## config.mk

```make
export PLATFORM = sky130hd
export DESIGN_NAME = gpio_mux_port
export DESIGN_NICKNAME = d
export VERILOG_FILES = /design/src/rtl/gpio_port_pkg.sv /design/src/rtl/gpio_port_sync.sv /design/src/rtl/gpio_port_regs.sv /design/src/rtl/gpio_port_pinmux.sv /design/src/rtl/gpio_mux_port.sv
export SDC_FILE = /design/constraint.sdc
export NUM_CORES = 1
export LEC_CHECK = 0
export ABC_AREA = 1
export CAP_MARGIN = 40
export CORE_MARGIN = 5
export CORE_UTILIZATION = 45
export DETAILED_ROUTE_END_ITERATION = 10
export PLACE_DENSITY = 0.88
export SLEW_MARGIN = 25
export SYNTH_ARGS = -nofsm -noshare
export SYNTH_HDL_FRONTEND = slang
export SYNTH_HIERARCHICAL = 1
export SYNTH_SLANG_ARGS = --single-unit
```

## constraint.sdc

```tcl
create_clock -name clk -period 1.8 [get_ports clk]
set_input_delay 0.18 -clock clk [delete_from_list [all_inputs] [get_ports clk]]
set_output_delay 0.18 -clock clk [all_outputs]
set_load 0.1 [all_outputs]
```

## src/rtl/gpio_port_pkg.sv

```systemverilog
package gpio_port_pkg;
   // register indices inside the module
   localparam int unsigned IDX_ODATA = 0;
   localparam int unsigned IDX_DIR   = 1;
   localparam int unsigned IDX_PIN   = 2;
   localparam int unsigned IDX_CTRL  = 3;
   // pins shared with the test port, lowest first: data-out, mode, data-in, clock
   localparam int unsigned SHARED_PINS = 4;
   localparam int unsigned TAP_PINS    = 4;
endpackage

```

## src/rtl/gpio_port_sync.sv

```systemverilog
module gpio_port_sync #(
   parameter int unsigned W      = 8,
   parameter int unsigned STAGES = 2
) (
   input  logic         clk,
   input  logic         rst_n,
   input  logic [W-1:0] d,
   output logic [W-1:0] q
);
   logic [W-1:0] st [STAGES];

   always_ff @(posedge clk or negedge rst_n) begin
      if (!rst_n) begin
         for (int s = 0; s < STAGES; s++) st[s] <= '0;
      end else begin
         st[0] <= d;
         for (int s = 1; s < STAGES; s++) st[s] <= st[s-1];
      end
   end

   assign q = st[STAGES-1];

   generate
      if (STAGES == 2) begin : g_lat_chk
         logic [1:0] warm;
         always_ff @(posedge clk or negedge rst_n) begin
            if (!rst_n) warm <= '0;
            else if (warm != 2'd2) warm <= warm + 2'd1;
         end
         assert_sync_latency_R8: assert property (@(posedge clk) disable iff (!rst_n)
            (warm == 2'd2) |-> (q == $past(d, 2)));
      end
   endgenerate
endmodule

```

## src/rtl/gpio_port_regs.sv

```systemverilog
module gpio_port_regs
   import gpio_port_pkg::*;
#(
   parameter int unsigned NPINS = 8,
   parameter int unsigned BUS_W = 16,
   parameter int unsigned IDX_W = 4
) (
   input  logic             clk,
   input  logic             rst_n,
   input  logic             sel,
   input  logic             wr,
   input  logic [IDX_W-1:0] idx,
   input  logic [BUS_W-1:0] wdata,
   input  logic [NPINS-1:0] pin_sync,
   output logic [BUS_W-1:0] rdata,
   output logic [NPINS-1:0] odata,
   output logic [NPINS-1:0] dir,
   output logic             released
);
   logic hit_odata, hit_dir, hit_pin, hit_ctrl;

   assign hit_odata = sel && (idx == IDX_W'(IDX_ODATA));
   assign hit_dir   = sel && (idx == IDX_W'(IDX_DIR));
   assign hit_pin   = sel && (idx == IDX_W'(IDX_PIN));
   assign hit_ctrl  = sel && (idx == IDX_W'(IDX_CTRL));

   always_ff @(posedge clk or negedge rst_n) begin
      if (!rst_n) begin
         odata    <= '1;
         dir      <= '0;
         released <= 1'b0;
      end else if (wr) begin
         if (hit_odata) odata    <= wdata[NPINS-1:0];
         if (hit_dir)   dir      <= wdata[NPINS-1:0];
         if (hit_ctrl)  released <= wdata[0];
      end
   end

   always_comb begin
      rdata = '0;
      if (hit_odata)     rdata[NPINS-1:0] = odata;
      else if (hit_dir)  rdata[NPINS-1:0] = dir;
      else if (hit_pin)  rdata[NPINS-1:0] = pin_sync;
      else if (hit_ctrl) rdata[0]         = released;
   end

   assert_upper_zero_R1: assert property (@(posedge clk) disable iff (!rst_n)
      rdata[BUS_W-1:NPINS] == '0);
   assert_dir_keeps_odata_R5: assert property (@(posedge clk) disable iff (!rst_n)
      (wr && hit_dir) |=> $stable(odata));
   assert_unmapped_zero_R10: assert property (@(posedge clk) disable iff (!rst_n)
      !(hit_odata || hit_dir || hit_pin || hit_ctrl) |-> (rdata == '0));
endmodule

```

## src/rtl/gpio_port_pinmux.sv

```systemverilog
module gpio_port_pinmux
   import gpio_port_pkg::*;
#(
   parameter int unsigned NPINS = 8
) (
   input  logic [NPINS-1:0] odata,
   input  logic [NPINS-1:0] dir,
   input  logic             released,
   input  logic [NPINS-1:0] pad_in,
   input  logic             jtag_tdo,
   output logic [NPINS-1:0] pad_out,
   output logic [NPINS-1:0] pad_oe,
   output logic [NPINS-1:0] pad_pu,
   output logic             jtag_tms,
   output logic             jtag_tdi,
   output logic             jtag_tck
);
   genvar g;
   generate
      for (g = 0; g < NPINS; g++) begin : g_pin
         logic gp_oe, gp_out, gp_pu;
         assign gp_oe  = dir[g];
         assign gp_out = dir[g] & odata[g];
         assign gp_pu  = ~dir[g] & odata[g];
         if (g < SHARED_PINS) begin : g_shared
            localparam bit IS_DOUT = (g == 0);
            assign pad_oe[g]  = released ? gp_oe  : IS_DOUT;
            assign pad_out[g] = released ? gp_out : (IS_DOUT ? jtag_tdo : 1'b0);
            assign pad_pu[g]  = released ? gp_pu  : 1'b0;
         end else begin : g_plain
            assign pad_oe[g]  = gp_oe;
            assign pad_out[g] = gp_out;
            assign pad_pu[g]  = gp_pu;
         end
      end
   endgenerate

   // test-port inputs park at idle levels once the pins are released
   assign jtag_tms = released ? 1'b1 : pad_in[1];
   assign jtag_tdi = released ? 1'b1 : pad_in[2];
   assign jtag_tck = released ? 1'b0 : pad_in[3];
endmodule

```

## src/rtl/gpio_mux_port.sv

```systemverilog
module gpio_mux_port
   import gpio_port_pkg::*;
#(
   parameter int unsigned NPINS       = 8,
   parameter int unsigned BUS_W       = 16,
   parameter int unsigned IDX_W       = 4,
   parameter int unsigned MOD_W       = 4,
   parameter int unsigned MODULE_ID   = 0,
   parameter int unsigned SYNC_STAGES = 2
) (
   input  logic             clk,
   input  logic             rst_n,
   input  logic [MOD_W-1:0] bus_mod,
   input  logic [IDX_W-1:0] bus_idx,
   input  logic             bus_wr,
   input  logic [BUS_W-1:0] bus_wdata,
   output logic [BUS_W-1:0] bus_rdata,
   input  logic [NPINS-1:0] pad_in,
   output logic [NPINS-1:0] pad_out,
   output logic [NPINS-1:0] pad_oe,
   output logic [NPINS-1:0] pad_pu,
   input  logic             jtag_tdo,
   output logic             jtag_tms,
   output logic             jtag_tdi,
   output logic             jtag_tck,
   output logic             tap_adc_start,
   output logic             tap_dac_load,
   output logic             tap_tmr0,
   output logic             tap_tmr1
);
   localparam int unsigned TAP_BASE = NPINS - TAP_PINS;

   generate
      if (NPINS != SHARED_PINS + TAP_PINS) begin : g_bad_npins
         $error("NPINS must equal shared pins plus tap pins");
      end
      if (BUS_W <= NPINS) begin : g_bad_bus
         $error("BUS_W must exceed NPINS");
      end
      if (SYNC_STAGES < 2) begin : g_bad_sync
         $error("SYNC_STAGES must be at least 2");
      end
      if (IDX_W < 2) begin : g_bad_idx
         $error("IDX_W must be at least 2");
      end
   endgenerate

   logic             sel;
   logic [NPINS-1:0] pin_sync;
   logic [NPINS-1:0] odata, dir;
   logic             released;

   assign sel = (bus_mod == MOD_W'(MODULE_ID));

   gpio_port_sync #(.W(NPINS), .STAGES(SYNC_STAGES)) u_sync (
      .clk(clk), .rst_n(rst_n), .d(pad_in), .q(pin_sync)
   );

   gpio_port_regs #(.NPINS(NPINS), .BUS_W(BUS_W), .IDX_W(IDX_W)) u_regs (
      .clk(clk), .rst_n(rst_n), .sel(sel), .wr(bus_wr), .idx(bus_idx),
      .wdata(bus_wdata), .pin_sync(pin_sync), .rdata(bus_rdata),
      .odata(odata), .dir(dir), .released(released)
   );

   gpio_port_pinmux #(.NPINS(NPINS)) u_mux (
      .odata(odata), .dir(dir), .released(released), .pad_in(pad_in),
      .jtag_tdo(jtag_tdo), .pad_out(pad_out), .pad_oe(pad_oe), .pad_pu(pad_pu),
      .jtag_tms(jtag_tms), .jtag_tdi(jtag_tdi), .jtag_tck(jtag_tck)
   );

   assign tap_adc_start = pin_sync[TAP_BASE];
   assign tap_dac_load  = pin_sync[TAP_BASE+1];
   assign tap_tmr0      = pin_sync[TAP_BASE+2];
   assign tap_tmr1      = pin_sync[TAP_BASE+3];

   assert_no_drive_and_pull_R4: assert property (@(posedge clk) disable iff (!rst_n)
      (pad_oe & pad_pu) == '0);
   assert_shared_owned_R6: assert property (@(posedge clk) disable iff (!rst_n)
      !released |-> (pad_oe[SHARED_PINS-1:0] == SHARED_PINS'(1)
                     && pad_pu[SHARED_PINS-1:0] == '0));
   assert_released_idle_R7: assert property (@(posedge clk) disable iff (!rst_n)
      released |-> (jtag_tms && jtag_tdi && !jtag_tck));
endmodule

```

======== After elaboration in Yosys (flattened, before gate mapping) ========
Cells that the tools add are included.
storage, ports and cells
  output and inout bits ................... 47
  input bits .............................. 36
  flip-flop bits (word level) ............. 33
cells by class
  mux-type cells .......................... 20
  reductions and logical operators ........ 9
  bitwise logic cells ..................... 24
  eq/ne operators ......................... 3
operators with widths
  operator              number
  $mux W1               17
  $and A1 B1 Y1         16
  $mux W8               2
  $eq A4 B2 Y1 const B  2
  $logic_not A4 Y1      2
  $not A1 Y1            8
  $mux W7               1
  $reduce_and A2 Y1     3
  $eq A4 B1 Y1 const B  1
  $logic_and A1 B1 Y1   4

======== Longest topological paths before layout ========
  word-level depth ........................ 6
  gate-level depth with buffers ........... 9
  depth with buffers taken out ............ 9

======== Cells and area by module ========
The synthesis kept the hierarchy.
by module, submodules not included
  module            sequential area each (µm²)  area an instance (µm²)  cells each  instances
  gpio_port_regs    435.4                       1069.8                  122         1
  gpio_port_sync    400.4                       460.4                   24          1
  gpio_port_pinmux  0.0                         279.0                   58          1
  gpio_mux_port     0.0                         26.3                    7           1

======== Least setup slack after synthesis ========
Ideal clock, no wire load.
  path type ............................... register to output
  from .................................... reg u_regs.odata[3]
  to ...................................... out pad_out[3]
  data required time ...................... 1.620 ns
  arrival ................................. 1.845 ns
  cell stages (with the launch flop) ...... 3
  slack ................................... -0.225 ns
  cell sequence ........................... dfstp_2 -> nand2_1 -> nor2_1
on the way
  word-level cells in the longest chain between the ends .. 2
RTL lines
  element                   RTL line                text
  start: declaration        gpio_port_regs.sv:16    output logic [NPINS-1:0] odata,
  start signal: assignment  gpio_port_regs.sv:33    if (hit_odata) odata <= wdata[NPINS-1:0];
  $and A1 B1 Y1             gpio_port_pinmux.sv:23  assign gp_out = dir[g] & odata[g];
  $mux W1                   gpio_port_pinmux.sv:28  assign pad_out[g] = released ? gp_out : (IS_DOUT ? jtag_tdo : 1'b0);
  end: declaration          gpio_mux_port.sv:19     output logic [NPINS-1:0] pad_out,
No other way between the ends.

======== Worst setup path in the final report ========
  from .................................... in bus_idx[3]
  to ...................................... out bus_rdata[2]
on the way
  word-level cells in the longest chain between the ends .. 5
  elaborated cells between the ends (all ways) .. 9
  classes of those cells .................. eq/ne (2); mux (3); reduce/logical (4)
RTL lines
  element              RTL line              text
  start: declaration   gpio_mux_port.sv:14   input logic [IDX_W-1:0] bus_idx,
  $eq A4 B2 Y1         gpio_port_regs.sv:24  assign hit_pin = sel && (idx == IDX_W'(IDX_PIN));
  $logic_and A1 B1 Y1  gpio_port_regs.sv:24
  $mux W7              gpio_port_regs.sv:43  else if (hit_pin) rdata[NPINS-1:0] = pin_sync;
  $mux W8              gpio_port_regs.sv:42  else if (hit_dir) rdata[NPINS-1:0] = dir;
  $mux W8 (*)          gpio_port_regs.sv:41  if (hit_odata) rdata[NPINS-1:0] = odata;
  end: declaration     gpio_mux_port.sv:17   output logic [BUS_W-1:0] bus_rdata,
Mark *: on every way between the ends. The rest lies on a longest branch, timed or not.

==> impl_metrics.csv <==
group,metric,value,unit
route,drt-pass1-iter-count,4,
floorplan,core_area,0.003971,mm2
synthesis,synth_flop_cell,"dfrtp_1",
synthesis,seq_area_frac_synth,0.4554,
sta,hold_viol,0,
cts,clk_latency,0.28,ns
pwr,internal-power,0.001370,W
hold_path,min_path_type,"in2async",
synthesis,syn_inst,211,
setup_path,reg2reg_slack,0.89,ns
pwr,p_sw,0.0005972,W
synthesis,synth_top_family_by_area,"simple AND/OR/NAND/NOR gates",
cts,tritoncts,"built",
floorplan,dieArea,0.005456,mm2
route,drtAntennaViolNets,0,
synthesis,async_reset_ff_frac,1.000,
setup_path,worst_setup_path_start_kind,"input port",
route,postRouteWirelength,4233,um
floorplan,die_h,73.87,um
layout,fill_cells,310,
synthesis,synth_edf_count,0,
sta,fin_crit,1.690,ns
sta,layout_setup_ws,0.1100,ns
setup_path,arrival,1.51,ns
placed_design,place_area,0.002668,mm2
sta,min_period_over_period,0.9389,
grt,antenna_found_initial,0,
cts,cts_buffer_depth,2,
synthesis,synthSimpleGateAreaFrac,0.2488,
grt,grt.overflow.total,0,
floorplan,die_width,73.87,um
setup_path,required,1.62,ns
route,vias,1467,
layout,drive_gt1_frac,0.3698,
grt,grt_start_max_net_pins,34,
cts,cts_made_buffers,5,
setup_path,path_max_fanout,9,
sta,tns,0,ns
run_status,run_status,"completed",
pwr,cellPowerDensity,699.9,mW/mm2
cts,root_buffer,"clkbuf_8",
synthesis,synthAdderAreaFrac,0,
floorplan,initial_core_util,0.4622,
layout,antenna_cells,0,
synthesis,synthDistinctLibCells,21,
route,post-route-drc-count,0,
pwr,total_power,0.001967,W
route,drt_iter0_drc,41,
pwr,p_clk_frac,0.358,
placed_design,place_congestion,0.7565,
route,wl_per_cell,13.44,um
placed_design,portBuffers,66,
synthesis,synth_area_leaders,"dfrtp_1, buf_4, dfstp_2",
layout,utilization,0.7076,
sta,rsz0062_at_grt,"false",
layout,final_nets,300,
setup_path,end_kind,"output port",
sta,fin_worst_skew,0.002488,ns
synthesis,synth-seq-cells,33,
pwr,sw_frac_of_total,0.3036,
layout,area_growth,53.10,%
synthesis,synthMuxAreaShare,0,
sta,slew_violations,0,
grt,grt_pass1_vias,1485,
synthesis,syn_area,0.001836,mm2
pwr,pwr-share-seq,0.415,
placed_design,dp_hpwl,3219,um
synthesis,synth_area_per_cell,8.699,um2
sta,fmax,0.5917,GHz
synthesis,netlist.area_leader.share,0.3408,
grt,grt_usage,0.1660,
floorplan,ios,83,
synthesis,ys.warnings.count,6,
synthesis,synth-compound-area-share,0.08316,
synthesis,yosysTopAreaCell,"dfrtp_1",
route,viasPerCell,4.657,
synthesis,synth_xor_area_frac,0,
pwr,p_leak,1.395,nW
layout,layout_common_cells,"nand2_1, inv_1, buf_12",
setup_path,critPathKind,"in2out",
sta,setup_viol_count_final,0,
grt,grt_pass1_wl,6713,um
run,max_cap_viol_count,0,
pwr,ir_drop,0.5145,mV
layout,final_common_cell,"nand2_1",
pwr,combPwrFrac,0.228,
layout,final_area,0.002810,mm2
floorplan,rows,23,
cts,h-tree-depth,2,
cts,clkSlewWorstSetupHoldPaths,0.07,ns
cts,cts.sinks,33,
placed_design,pre_cts_ws,-0.08948,ns
[sequential cells by signal, summed over array words and instances (netlist names)]
register	cells
u_regs/dir	8
u_sync/q	8
u_regs/released	1
u_sync/st	8
u_regs/odata	8
[what timing repair did]
action                     CTS  global route
buffers inserted             0             1
hold buffers                 0             0
pin swaps                    9             6
setup endpoints to repair    8             8
gates resized for setup      7             2
[power groups by stage]
| stage | clock, W | sequential [W] | combinational, W |
|---|---|---|---|
| 5_1_grt | 0.000770 | 0.000821 | 0.000466 |
| 2_1_floorplan | 0 | 0.000818 | 0.000349 |
| 3_5_place_dp | 0 | 0.000830 | 0.000450 |
| 4_1_cts | 0.000724 | 0.000817 | 0.000450 |
| 3_3_place_gp | 0 | 0.000828 | 0.000442 |
| 6_report | 0.000703 | 0.000816 | 0.000447 |
[worst max-delay path, stage by stage]
cell and delay, ns:
clkdlybuf4s50_1 0.41, nor2_2 0.17, nand2_4 0.11, nor2_8 0.21, nand2_1 0.11, nand3_2 0.13
buf_12 0.18
[kinds of logic (layout without fill, tap and decap cells)]
logic type | count (synthesis) | after routing
compound gates | 18 | 18
buf+inv | 66 | 113
flops | 33 | 33
other cells | 1 | 8
simple gates | 93 | 93
[per-layer routing]
layer | vias up | wire length, um | GRT usage
li1 | 718 | - | -
met2 | 65 | 2235 | 0.3012
met3 | 13 | 348 | 0.05198
met4 | 0 | 158 | 0.09256
met1 | 671 | 1490 | 0.1651
met5 | - | 0 | 0
[metrics by stage]
| stage | hold slack (ns) | std cells |
|---|---|---|
| floorplan | -0.1156 | 218 |
| global placement | 0.3325 | 306 |
| detailed placement | 0.3347 | 306 |
| CTS | 0.3027 | 314 |
| global route | 0.3196 | 315 |
| finish | 0.2896 | 315 |
[cell usage after synthesis, types with 2 or more instances]
library cell,instances
dfstp_2,8
or2_1,2
nand2_2,4
buf_6,4
nor2_1,14
nand3_1,8
nand2_1,49
buf_4,28
nand2_4,3
nor2_8,2
inv_1,32
o21ai_2,16
nand4_1,9
dfrtp_1,25
[area by class of cell]
| type | count | area, um2 | share of cell area |
|---|---|---|---|
| Multi-Input combinational cell | 119 | 666.9 | 0.2373 |
| Clock inverter | 1 | 30.03 | 0.01069 |
| Tap cell | 50 | 62.56 | 0.02226 |
| Sequential cell | 33 | 835.8 | 0.2974 |
| Clock buffer | 7 | 86.33 | 0.03072 |
| Timing Repair Buffer | 72 | 1002 | 0.3566 |
| Inverter | 33 | 126.4 | 0.04497 |
[final timing paths]
check / endpoint / startpoint / cells after the start
setup / recovery: bus_rdata[2] / bus_idx[3] / 7
hold / removal: u_sync/q[4] / rst_n / 2
setup reg to reg: u_regs/released / u_regs/released / 2
hold reg to reg: u_sync/q[2] / u_sync/st[10] / 0
max in group asynchronous: u_regs/odata[1] / rst_n / 2
min in group clk: u_sync/st[14] / pad_in[6] / 1
(Power assumes the default switching activity.)
